### config.mk
export PLATFORM = sky130hd
export DESIGN_NAME = ptr_i2c_regslave
export DESIGN_NICKNAME = d
export VERILOG_FILES = /design/src/rtl/i2c_rs_pkg.sv /design/src/rtl/i2c_rs_infilt.sv /design/src/rtl/i2c_rs_regs.sv /design/src/rtl/i2c_rs_link.sv /design/src/rtl/ptr_i2c_regslave.sv
export SDC_FILE = /design/constraint.sdc
export NUM_CORES = 1
export LEC_CHECK = 0
export BUFFER_PORTS_ARGS = -buffer_cell sky130_fd_sc_hd__buf_2
export CAP_MARGIN = 20
export CORE_MARGIN = 8
export CORE_UTILIZATION = 43
export DETAILED_ROUTE_END_ITERATION = 10
export PLACE_DENSITY = 0.63
export SLEW_MARGIN = 20
export SYNTH_ARGS = -nofsm -noshare
export SYNTH_HDL_FRONTEND = slang
export SYNTH_SLANG_ARGS = --single-unit
### constraint.sdc
create_clock -name clk -period 3.8 [get_ports clk]
set_input_delay 0.19 -clock clk [delete_from_list [all_inputs] [get_ports clk]]
set_output_delay 0.19 -clock clk [all_outputs]
set_load 0.01 [all_outputs]
### src/rtl/i2c_rs_pkg.sv
package i2c_rs_pkg;

  typedef enum logic [2:0] {
    L_IDLE,
    L_RX,
    L_ACK,
    L_TX,
    L_MACK
  } link_st_t;

  typedef enum logic [1:0] {
    K_WR,
    K_GC,
    K_RD
  } xfer_t;

  localparam logic [1:0] STRAP_GND  = 2'd0;
  localparam logic [1:0] STRAP_SUP  = 2'd1;
  localparam logic [1:0] STRAP_DATA = 2'd2;
  localparam logic [1:0] STRAP_CLK  = 2'd3;

  // Device address from strap codes: upper strap on the clock line moves the
  // window down by four.
  function automatic logic [6:0] own_addr(input logic [1:0] a1, input logic [1:0] a0);
    return {3'b100, (a1 == STRAP_CLK) ? 2'b01 : 2'b10, a0};
  endfunction

endpackage

### src/rtl/i2c_rs_infilt.sv
module i2c_rs_infilt #(
  parameter int TAPS = 3
) (
  input  logic clk,
  input  logic rst_n,
  input  logic din,
  output logic dout
);

  localparam int CW = $clog2(TAPS + 1);

  logic [1:0]      sync_q;
  logic [TAPS-1:0] hist_q;
  logic            out_q;
  logic            out_d;
  logic [CW-1:0]   ones;

  always_comb begin
    ones = '0;
    for (int i = 0; i < TAPS; i++) begin
      ones = ones + CW'(hist_q[i]);
    end
    out_d = (ones > CW'(TAPS / 2));
  end

  always_ff @(posedge clk or negedge rst_n) begin
    if (!rst_n) begin
      sync_q <= 2'b11;
      hist_q <= '1;
      out_q  <= 1'b1;
    end else begin
      sync_q <= {sync_q[0], din};
      hist_q <= {hist_q[TAPS-2:0], sync_q[1]};
      out_q  <= out_d;
    end
  end

  assign dout = out_q;

endmodule

### src/rtl/i2c_rs_regs.sv
module i2c_rs_regs #(
  parameter int              DW        = 16,
  parameter logic [DW-1:0]   CFG_WMASK = 16'h9FC0,
  parameter logic [DW-1:0]   CFG_RST   = 16'h0080,
  parameter logic [DW-1:0]   LO_RST    = 16'h2580,
  parameter logic [DW-1:0]   HI_RST    = 16'h2800,
  parameter int              LIM_ZERO  = 4
) (
  input  logic          clk,
  input  logic          rst_n,
  input  logic          ptr_we,
  input  logic [1:0]    ptr_wd,
  input  logic          reg_we,
  input  logic [DW-1:0] reg_wd,
  input  logic [DW-1:0] temp_val,
  input  logic [DW-1:0] cfg_ro,
  output logic [DW-1:0] rd_word,
  output logic [DW-1:0] cfg_q,
  output logic [DW-1:0] lo_q,
  output logic [DW-1:0] hi_q
);

  localparam logic [DW-1:0] LIM_MASK = {{(DW-LIM_ZERO){1'b1}}, {LIM_ZERO{1'b0}}};

  logic [1:0]    ptr_q;
  logic [DW-1:0] cfg_r;
  logic [DW-1:0] lim_w [2];

  always_ff @(posedge clk or negedge rst_n) begin
    if (!rst_n)      ptr_q <= 2'd0;
    else if (ptr_we) ptr_q <= ptr_wd;
  end

  always_ff @(posedge clk or negedge rst_n) begin
    if (!rst_n)                         cfg_r <= CFG_RST & CFG_WMASK;
    else if (reg_we && ptr_q == 2'd1)   cfg_r <= reg_wd & CFG_WMASK;
  end

  for (genvar g = 0; g < 2; g++) begin : g_lim
    localparam logic [DW-1:0] RST_V = (g == 0) ? LO_RST : HI_RST;
    logic [DW-1:0] q;
    always_ff @(posedge clk or negedge rst_n) begin
      if (!rst_n)                            q <= RST_V & LIM_MASK;
      else if (reg_we && ptr_q == 2'(g + 2)) q <= reg_wd & LIM_MASK;
    end
    assign lim_w[g] = q;
  end

  always_comb begin
    case (ptr_q)
      2'd0:    rd_word = temp_val;
      2'd1:    rd_word = (cfg_r & CFG_WMASK) | (cfg_ro & ~CFG_WMASK);
      2'd2:    rd_word = lim_w[0];
      default: rd_word = lim_w[1];
    endcase
  end

  assign cfg_q = cfg_r;
  assign lo_q  = lim_w[0];
  assign hi_q  = lim_w[1];

  // pointer moves only on a pointer write
  a_r4_ptr_hold: assert property (@(posedge clk) disable iff (!rst_n)
    !ptr_we |=> $stable(ptr_q));

  // data written to slot 0 leaves every stored register untouched
  a_r5_slot0_write_inert: assert property (@(posedge clk) disable iff (!rst_n)
    (reg_we && ptr_q == 2'd0) |=> ($stable(cfg_r) && $stable(lim_w[0]) && $stable(lim_w[1])));

endmodule

### src/rtl/i2c_rs_link.sv
module i2c_rs_link
  import i2c_rs_pkg::*;
#(
  parameter int DW       = 16,
  parameter int TOUT_CYC = 3750000
) (
  input  logic          clk,
  input  logic          rst_n,
  input  logic          scl_f,
  input  logic          sda_f,
  input  logic [6:0]    my_addr,
  input  logic [DW-1:0] rd_word,
  output logic          ptr_we,
  output logic [1:0]    ptr_wd,
  output logic          reg_we,
  output logic [DW-1:0] reg_wd,
  output logic          rd_strobe,
  output logic          sda_oe,
  output logic          hs_active
);

  localparam int TW = $clog2(TOUT_CYC + 1);
  localparam int BW = DW / 2;

  link_st_t       st_q, st_d;
  xfer_t          kind_q, kind_d;
  logic [3:0]     cnt_q, cnt_d;
  logic [6:0]     sh_q, sh_d;
  logic           oe_q, oe_d;
  logic           ackph_q, ackph_d;
  logic           nxt_tx_q, nxt_tx_d;
  logic [1:0]     bidx_q, bidx_d;
  logic           first_q, first_d;
  logic [BW-1:0]  msb_q, msb_d;
  logic [DW-1:0]  txw_q, txw_d;
  logic           txsel_q, txsel_d;
  logic           hs_q, hs_d;
  logic           rds_q, rds_d;
  logic [TW-1:0]  tcnt_q, tcnt_d;
  logic           scl_p, sda_p;

  logic          start_ev, stop_ev, rise_ev, fall_ev, tout;
  logic [7:0]    byte_in;
  logic [BW-1:0] cur_byte;
  logic [2:0]    bit_ix;

  assign start_ev = scl_f & scl_p & sda_p & ~sda_f;
  assign stop_ev  = scl_f & scl_p & ~sda_p & sda_f;
  assign rise_ev  = scl_f & ~scl_p;
  assign fall_ev  = ~scl_f & scl_p;
  assign byte_in  = {sh_q, sda_f};
  assign cur_byte = txsel_q ? txw_q[BW-1:0] : txw_q[DW-1:BW];
  assign bit_ix   = 3'd7 - cnt_q[2:0];
  assign tout     = (st_q != L_IDLE) && !scl_f && (tcnt_q == TW'(TOUT_CYC - 1));

  assign ptr_wd = byte_in[1:0];
  assign reg_wd = {msb_q, byte_in};

  always_comb begin
    st_d     = st_q;
    kind_d   = kind_q;
    cnt_d    = cnt_q;
    sh_d     = sh_q;
    oe_d     = oe_q;
    ackph_d  = ackph_q;
    nxt_tx_d = nxt_tx_q;
    bidx_d   = bidx_q;
    first_d  = first_q;
    msb_d    = msb_q;
    txw_d    = txw_q;
    txsel_d  = txsel_q;
    hs_d     = hs_q;
    rds_d    = 1'b0;
    ptr_we   = 1'b0;
    reg_we   = 1'b0;
    tcnt_d   = (st_q == L_IDLE || scl_f) ? '0 : tcnt_q + 1'b1;

    if (start_ev) begin
      st_d    = L_RX;
      cnt_d   = 4'd0;
      first_d = 1'b1;
      oe_d    = 1'b0;
      ackph_d = 1'b0;
    end else if (stop_ev) begin
      st_d = L_IDLE;
      oe_d = 1'b0;
      hs_d = 1'b0;
    end else if (tout) begin
      st_d = L_IDLE;
      oe_d = 1'b0;
    end else begin
      case (st_q)
        L_RX: begin
          if (rise_ev) begin
            sh_d  = byte_in[6:0];
            cnt_d = cnt_q + 4'd1;
            if (cnt_q == 4'd7) begin
              st_d     = L_ACK;
              ackph_d  = 1'b0;
              nxt_tx_d = 1'b0;
              first_d  = 1'b0;
              if (first_q) begin
                if (byte_in[7:3] == 5'b00001) begin
                  hs_d = 1'b1;
                  st_d = L_IDLE;
                end else if (byte_in[7:1] == my_addr || byte_in[7:1] == 7'd0) begin
                  if (byte_in[0]) begin
                    kind_d   = K_RD;
                    nxt_tx_d = 1'b1;
                    txw_d    = rd_word;
                    txsel_d  = 1'b0;
                    rds_d    = 1'b1;
                  end else begin
                    kind_d = (byte_in[7:1] == 7'd0) ? K_GC : K_WR;
                    bidx_d = 2'd0;
                  end
                end else begin
                  st_d = L_IDLE;
                end
              end else if (kind_q == K_GC) begin
                if (bidx_q == 2'd0) bidx_d = 2'd1;
                else                st_d   = L_IDLE;
              end else begin
                case (bidx_q)
                  2'd0: begin ptr_we = 1'b1; bidx_d = 2'd1; end
                  2'd1: begin msb_d = byte_in; bidx_d = 2'd2; end
                  default: begin reg_we = 1'b1; bidx_d = 2'd1; end
                endcase
              end
            end
          end
        end
        L_ACK: begin
          if (fall_ev) begin
            if (!ackph_q) begin
              oe_d    = 1'b1;
              ackph_d = 1'b1;
            end else begin
              ackph_d = 1'b0;
              if (nxt_tx_q) begin
                st_d  = L_TX;
                oe_d  = ~cur_byte[7];
                cnt_d = 4'd1;
              end else begin
                st_d  = L_RX;
                oe_d  = 1'b0;
                cnt_d = 4'd0;
              end
            end
          end
        end
        L_TX: begin
          if (fall_ev) begin
            if (cnt_q == 4'd8) begin
              oe_d    = 1'b0;
              st_d    = L_MACK;
              ackph_d = 1'b0;
            end else begin
              oe_d  = ~cur_byte[bit_ix];
              cnt_d = cnt_q + 4'd1;
            end
          end
        end
        L_MACK: begin
          if (rise_ev && !ackph_q) begin
            if (sda_f) begin
              st_d = L_IDLE;
            end else begin
              ackph_d = 1'b1;
              txsel_d = ~txsel_q;
            end
          end else if (fall_ev && ackph_q) begin
            ackph_d = 1'b0;
            st_d    = L_TX;
            oe_d    = ~cur_byte[7];
            cnt_d   = 4'd1;
          end
        end
        default: ;
      endcase
    end
  end

  always_ff @(posedge clk or negedge rst_n) begin
    if (!rst_n) begin
      st_q     <= L_IDLE;
      kind_q   <= K_WR;
      cnt_q    <= 4'd0;
      sh_q     <= '0;
      oe_q     <= 1'b0;
      ackph_q  <= 1'b0;
      nxt_tx_q <= 1'b0;
      bidx_q   <= 2'd0;
      first_q  <= 1'b0;
      msb_q    <= '0;
      txw_q    <= '0;
      txsel_q  <= 1'b0;
      hs_q     <= 1'b0;
      rds_q    <= 1'b0;
      tcnt_q   <= '0;
      scl_p    <= 1'b1;
      sda_p    <= 1'b1;
    end else begin
      st_q     <= st_d;
      kind_q   <= kind_d;
      cnt_q    <= cnt_d;
      sh_q     <= sh_d;
      oe_q     <= oe_d;
      ackph_q  <= ackph_d;
      nxt_tx_q <= nxt_tx_d;
      bidx_q   <= bidx_d;
      first_q  <= first_d;
      msb_q    <= msb_d;
      txw_q    <= txw_d;
      txsel_q  <= txsel_d;
      hs_q     <= hs_d;
      rds_q    <= rds_d;
      tcnt_q   <= tcnt_d;
      scl_p    <= scl_f;
      sda_p    <= sda_f;
    end
  end

  assign sda_oe    = oe_q;
  assign hs_active = hs_q;
  assign rd_strobe = rds_q;

  // drive on the data line moves only after the clock was seen low
  a_r13_sda_moves_scl_low: assert property (@(posedge clk) disable iff (!rst_n)
    (oe_q != $past(oe_q)) |-> !$past(scl_f));

  // an expired low-clock window frees the line and idles the link
  a_r10_timeout_release: assert property (@(posedge clk) disable iff (!rst_n)
    tout |=> (!oe_q && st_q == L_IDLE));

  // high-speed flag falls at STOP
  a_r9_stop_clears_hs: assert property (@(posedge clk) disable iff (!rst_n)
    stop_ev |=> !hs_q);

  // master NACK after a sent byte ends the transfer
  a_r11_nack_ends_tx: assert property (@(posedge clk) disable iff (!rst_n)
    (st_q == L_MACK && rise_ev && !ackph_q && sda_f) |=> (st_q == L_IDLE && !oe_q));

  // read strobe is a single-cycle pulse
  a_r12_strobe_single: assert property (@(posedge clk) disable iff (!rst_n)
    rds_q |=> !rds_q);

endmodule

### src/rtl/ptr_i2c_regslave.sv
module ptr_i2c_regslave
  import i2c_rs_pkg::*;
#(
  parameter int            DW        = 16,
  parameter int            CLK_KHZ   = 125000,
  parameter int            TOUT_MS   = 30,
  parameter int            FILT_TAPS = 3,
  parameter logic [15:0]   CFG_WMASK = 16'h9FC0,
  parameter logic [15:0]   CFG_RST   = 16'h0080,
  parameter logic [15:0]   LO_RST    = 16'h2580,
  parameter logic [15:0]   HI_RST    = 16'h2800,
  parameter int            LIM_ZERO  = 4
) (
  input  logic          clk,
  input  logic          rst_n,
  input  logic          scl_i,
  input  logic          sda_i,
  output logic          sda_oe,
  input  logic [1:0]    strap_a1,
  input  logic [1:0]    strap_a0,
  input  logic [DW-1:0] temp_val,
  input  logic [DW-1:0] cfg_ro,
  output logic [DW-1:0] cfg_q,
  output logic [DW-1:0] lo_lim_q,
  output logic [DW-1:0] hi_lim_q,
  output logic          rd_strobe,
  output logic          hs_active
);

  localparam int TOUT_CYC = CLK_KHZ * TOUT_MS;

  logic [1:0]    rst_sync_q;
  logic          rst_int_n;
  logic [1:0]    line_raw;
  logic [1:0]    line_flt;
  logic          ptr_we, reg_we;
  logic [1:0]    ptr_wd;
  logic [DW-1:0] reg_wd, rd_word;

  always_ff @(posedge clk or negedge rst_n) begin
    if (!rst_n) rst_sync_q <= 2'b00;
    else        rst_sync_q <= {rst_sync_q[0], 1'b1};
  end
  assign rst_int_n = rst_sync_q[1];

  assign line_raw = {sda_i, scl_i};

  for (genvar g = 0; g < 2; g++) begin : g_flt
    i2c_rs_infilt #(.TAPS(FILT_TAPS)) u_flt (
      .clk  (clk),
      .rst_n(rst_int_n),
      .din  (line_raw[g]),
      .dout (line_flt[g])
    );
  end

  i2c_rs_link #(.DW(DW), .TOUT_CYC(TOUT_CYC)) u_link (
    .clk      (clk),
    .rst_n    (rst_int_n),
    .scl_f    (line_flt[0]),
    .sda_f    (line_flt[1]),
    .my_addr  (own_addr(strap_a1, strap_a0)),
    .rd_word  (rd_word),
    .ptr_we   (ptr_we),
    .ptr_wd   (ptr_wd),
    .reg_we   (reg_we),
    .reg_wd   (reg_wd),
    .rd_strobe(rd_strobe),
    .sda_oe   (sda_oe),
    .hs_active(hs_active)
  );

  i2c_rs_regs #(
    .DW(DW), .CFG_WMASK(CFG_WMASK), .CFG_RST(CFG_RST),
    .LO_RST(LO_RST), .HI_RST(HI_RST), .LIM_ZERO(LIM_ZERO)
  ) u_regs (
    .clk     (clk),
    .rst_n   (rst_int_n),
    .ptr_we  (ptr_we),
    .ptr_wd  (ptr_wd),
    .reg_we  (reg_we),
    .reg_wd  (reg_wd),
    .temp_val(temp_val),
    .cfg_ro  (cfg_ro),
    .rd_word (rd_word),
    .cfg_q   (cfg_q),
    .lo_q    (lo_lim_q),
    .hi_q    (hi_lim_q)
  );

endmodule

==> results.ini <==
[logic_synthesis]
synth.largest_area_cell = dfrtp_1
yosysMostFrequentCell = dfrtp_1
yosysTopAreaCellShare_pct = 42.81
synth_area_leaders = dfrtp_1 43%, mux2_2 12%, dfstp_2 9.4%
synth_commonest_cells = 100 x dfrtp_1, 64 x mux2_2, 36 x nor2_1
yosys_register_bits = 121
synth-async-reset-ratio_pct = 100.0
synth_cell_types = 60
ys_seq_area_share_pct = 52.25
netlist_area_um2 = 5846
synthCells = 482
yosysWarnings = 0
synth_edf_count = 0
synth_flop_cell = dfrtp_1
syn_avg_cell_area_um2 = 12.13

[die]
num_rows = 42
io_pins = 91
core_area_um2 = 13240
start_util_pct = 44.14
dieHeight_um = 132.6
dieWidth_um = 132.6
dieArea_um2 = 17580

[critical_path]
cp.required_ns = 4.10
critPathMaxFanout = 16
arrival_ns = 3.02
startpoint_type = register
cpMaxStageDelayCell = dfrtp_1
path_cells = or3b_1 -> or3_1 -> nor3_4 -> nand3_1 -> nor2_4 -> mux2_2
worst-path-stages = 6
worst-setup-path-type = reg2reg
r2r_cells = 6
end_kind = register
slowest_delay_ns = 0.55
crit_family = simple AND/OR/NAND/NOR gates
path_buf_inv = 0

[route]
antenna_left = 0
route.vias.total = 3981
avgViaCountPerCell = 5.322
drc_errors = 0
wl_per_cell_um = 16.96
detail_route.iter0.violations = 245
wirelength_um = 12690
drtPass1Iterations = 4

[sta]
slew_violations = 0
final.setup_skew_ns = 0.01539
worstMarginPinSlew_ns = 0.9043
timing.final.crit_share_pct = 71.49
rsz0062_at_grt = no
max_freq_ghz = 0.3681
fin_hold_ws_ns = 0.08298
hold_viol_final = 0
finalCriticalPeriod_ns = 2.717
relSlewSlack_pct = 39.72
fin_tns_setup_ns = 0
setup_viol = 0

[clock_tree]
cts_tree = built
root_buffer = clkbuf_16
cts_setup_buffers = 0
cts_resized = 0
clk_latency_ns = 0.42
cts.sinks = 121
htreeDepth = 4
cts_buffers = 17
path_clk_slew_ns = 0.05
cts_buffer_depth = 2

[outcome]
status = finished clean

[finish]
multi_input_area_um2 = 2611
register_area_um2 = 3058
nFillCells = 1144
drive_gt1_share_pct = 36.36
antenna_cells = 0
syn_to_final_growth_pct = 18.32
nets = 604

[power]
power_mw = 3.700
peakVddDrop_mv = 0.2541
power_density_nw_per_um2 = 535.0
p_leak_nw = 3.197

[grt]
antenna_found_initial = 0
grt_pass1_wl_um = 21270
grt_pass1_vias = 4205
grt.overflow.total = 0
grtUsageTotal_pct = 15.09
grt_max_degree = 48

[min_path]
hold_class = in2async

[placement]
port_buffers = 66
hpwl_um = 9077
gp_congestion = 0.8757

[flow_run]
maxCapViolations = 0

-- worst reg2reg max path: cells and delay by family (launching register included) --
family | cells | cell delay, ns
flops | 1 | 0.55
simple gates | 5 | 1.68
mux | 1 | 0.38
-- sequential cells by signal (all words and copies together) (netlist names), 2 cells and up --
| signal | cells |
|---|---|
| g_flt.u_flt.dout | 2 |
| g_flt.u_flt.hist_q | 6 |
| g_flt.u_flt.sync_q | 4 |
| rst_sync_q | 2 |
| u_link.bidx_q | 2 |
| u_link.cnt_q | 4 |
| u_link.kind_q | 2 |
| u_link.msb_q | 8 |
| u_link.sh_q | 7 |
| u_link.st_q | 3 |
| u_link.tcnt_q | 22 |
| u_link.txw_q | 16 |
| u_regs.cfg_q | 8 |
| u_regs.hi_q | 12 |
| u_regs.lo_q | 12 |
| u_regs.ptr_q | 2 |
-- cell type report --
class	instances	area share, %
inverter	10	0.5427
timing repair buffer	77	6.078
sequential	121	44.21
clock buffer	24	6.820
multi-input combinational	332	37.75
clock inverter	8	1.411
tap	176	3.184
-- worst paths after layout --
check	from	end	slack, ns
max	u_link.st_q[2]	u_regs.cfg_q[10]	1.08
min	rst_n	rst_sync_q[1]	0.08
max reg2reg	u_link.st_q[2]	u_regs.cfg_q[10]	1.08
min reg2reg	rst_sync_q[1]	u_link.tcnt_q[2]	0.33
max in group asynchronous	rst_sync_q[1]	g_flt[0].u_flt.hist_q[0]	2.51
min in group clk	temp_val[3]	u_link.txw_q[3]	0.11
-- layout by cell type (no fill, tap or decap), types with 7 or more instances in the layout --
| cell type | instances |
|---|---|
| a21o_1 | 7 |
| a21oi_1 | 13 |
| buf_2 | 66 |
| buf_4 | 8 |
| clkbuf_16 | 17 |
| conb_1 | 17 |
| dfrtp_1 | 99 |
| dfstp_2 | 21 |
| inv_1 | 10 |
| mux2_2 | 64 |
| mux2i_1 | 8 |
| mux4_2 | 15 |
| nand2_1 | 31 |
| nand3_1 | 19 |
| nor2_1 | 36 |
| o21ai_0 | 17 |
| o31ai_1 | 7 |
| xnor2_1 | 11 |
| xor2_1 | 8 |
-- routing by layer --
metal,track usage (%),part of all wire [%],vias to the layer above
met5,0,0,-
met4,6.498,1.7,0
met3,5.223,5.9,16
met2,24.12,48,113
met1,18.15,44,1983
li1,-,-,1869
-- per-stage QoR --
stage               worst slack (ns)  utilization, %  instances  cell area [um^2]
floorplan                     0.2161               -        497              5902
global placement               1.179           47.70        713              6317
detailed placement             1.109           47.70        713              6317
CTS                            1.102           52.23        748              6917
global route                  0.9066           52.23        748              6917
finish                         1.084           52.23        748              6917
-- repair_timing --
item                                    4_1_cts  5_1_grt
hold buffers                                  3        0
endpoints found under the hold margin         4        0
endpoints found under the setup margin        0        0
-- cell families after synthesis --
logic type               after synthesis  share of synthesized area [%]
other                                  2                         0.1285
AO/OA/AOI/OAI                         64                          7.128
AND/OR/NAND/NOR                      140                          13.06
adder cells (fa/ha/maj)                5                          1.070
flip-flops                           121                          52.25
XOR/XNOR                              19                          2.847
buffers and inverters                 44                          4.045
multiplexers                          87                          19.48
-- where the power goes --
| part | internal, mW | switching, mW | leakage [nW] |
|---|---|---|---|
| logic | 0.254 | 0.299 | 1.35 |
| clock network | 0.994 | 0.546 | 0.270 |
| registers | 1.40 | 0.206 | 1.58 |
| total | 2.65 | 1.05 | 3.20 |
Power figures use the tool's default switching activity.
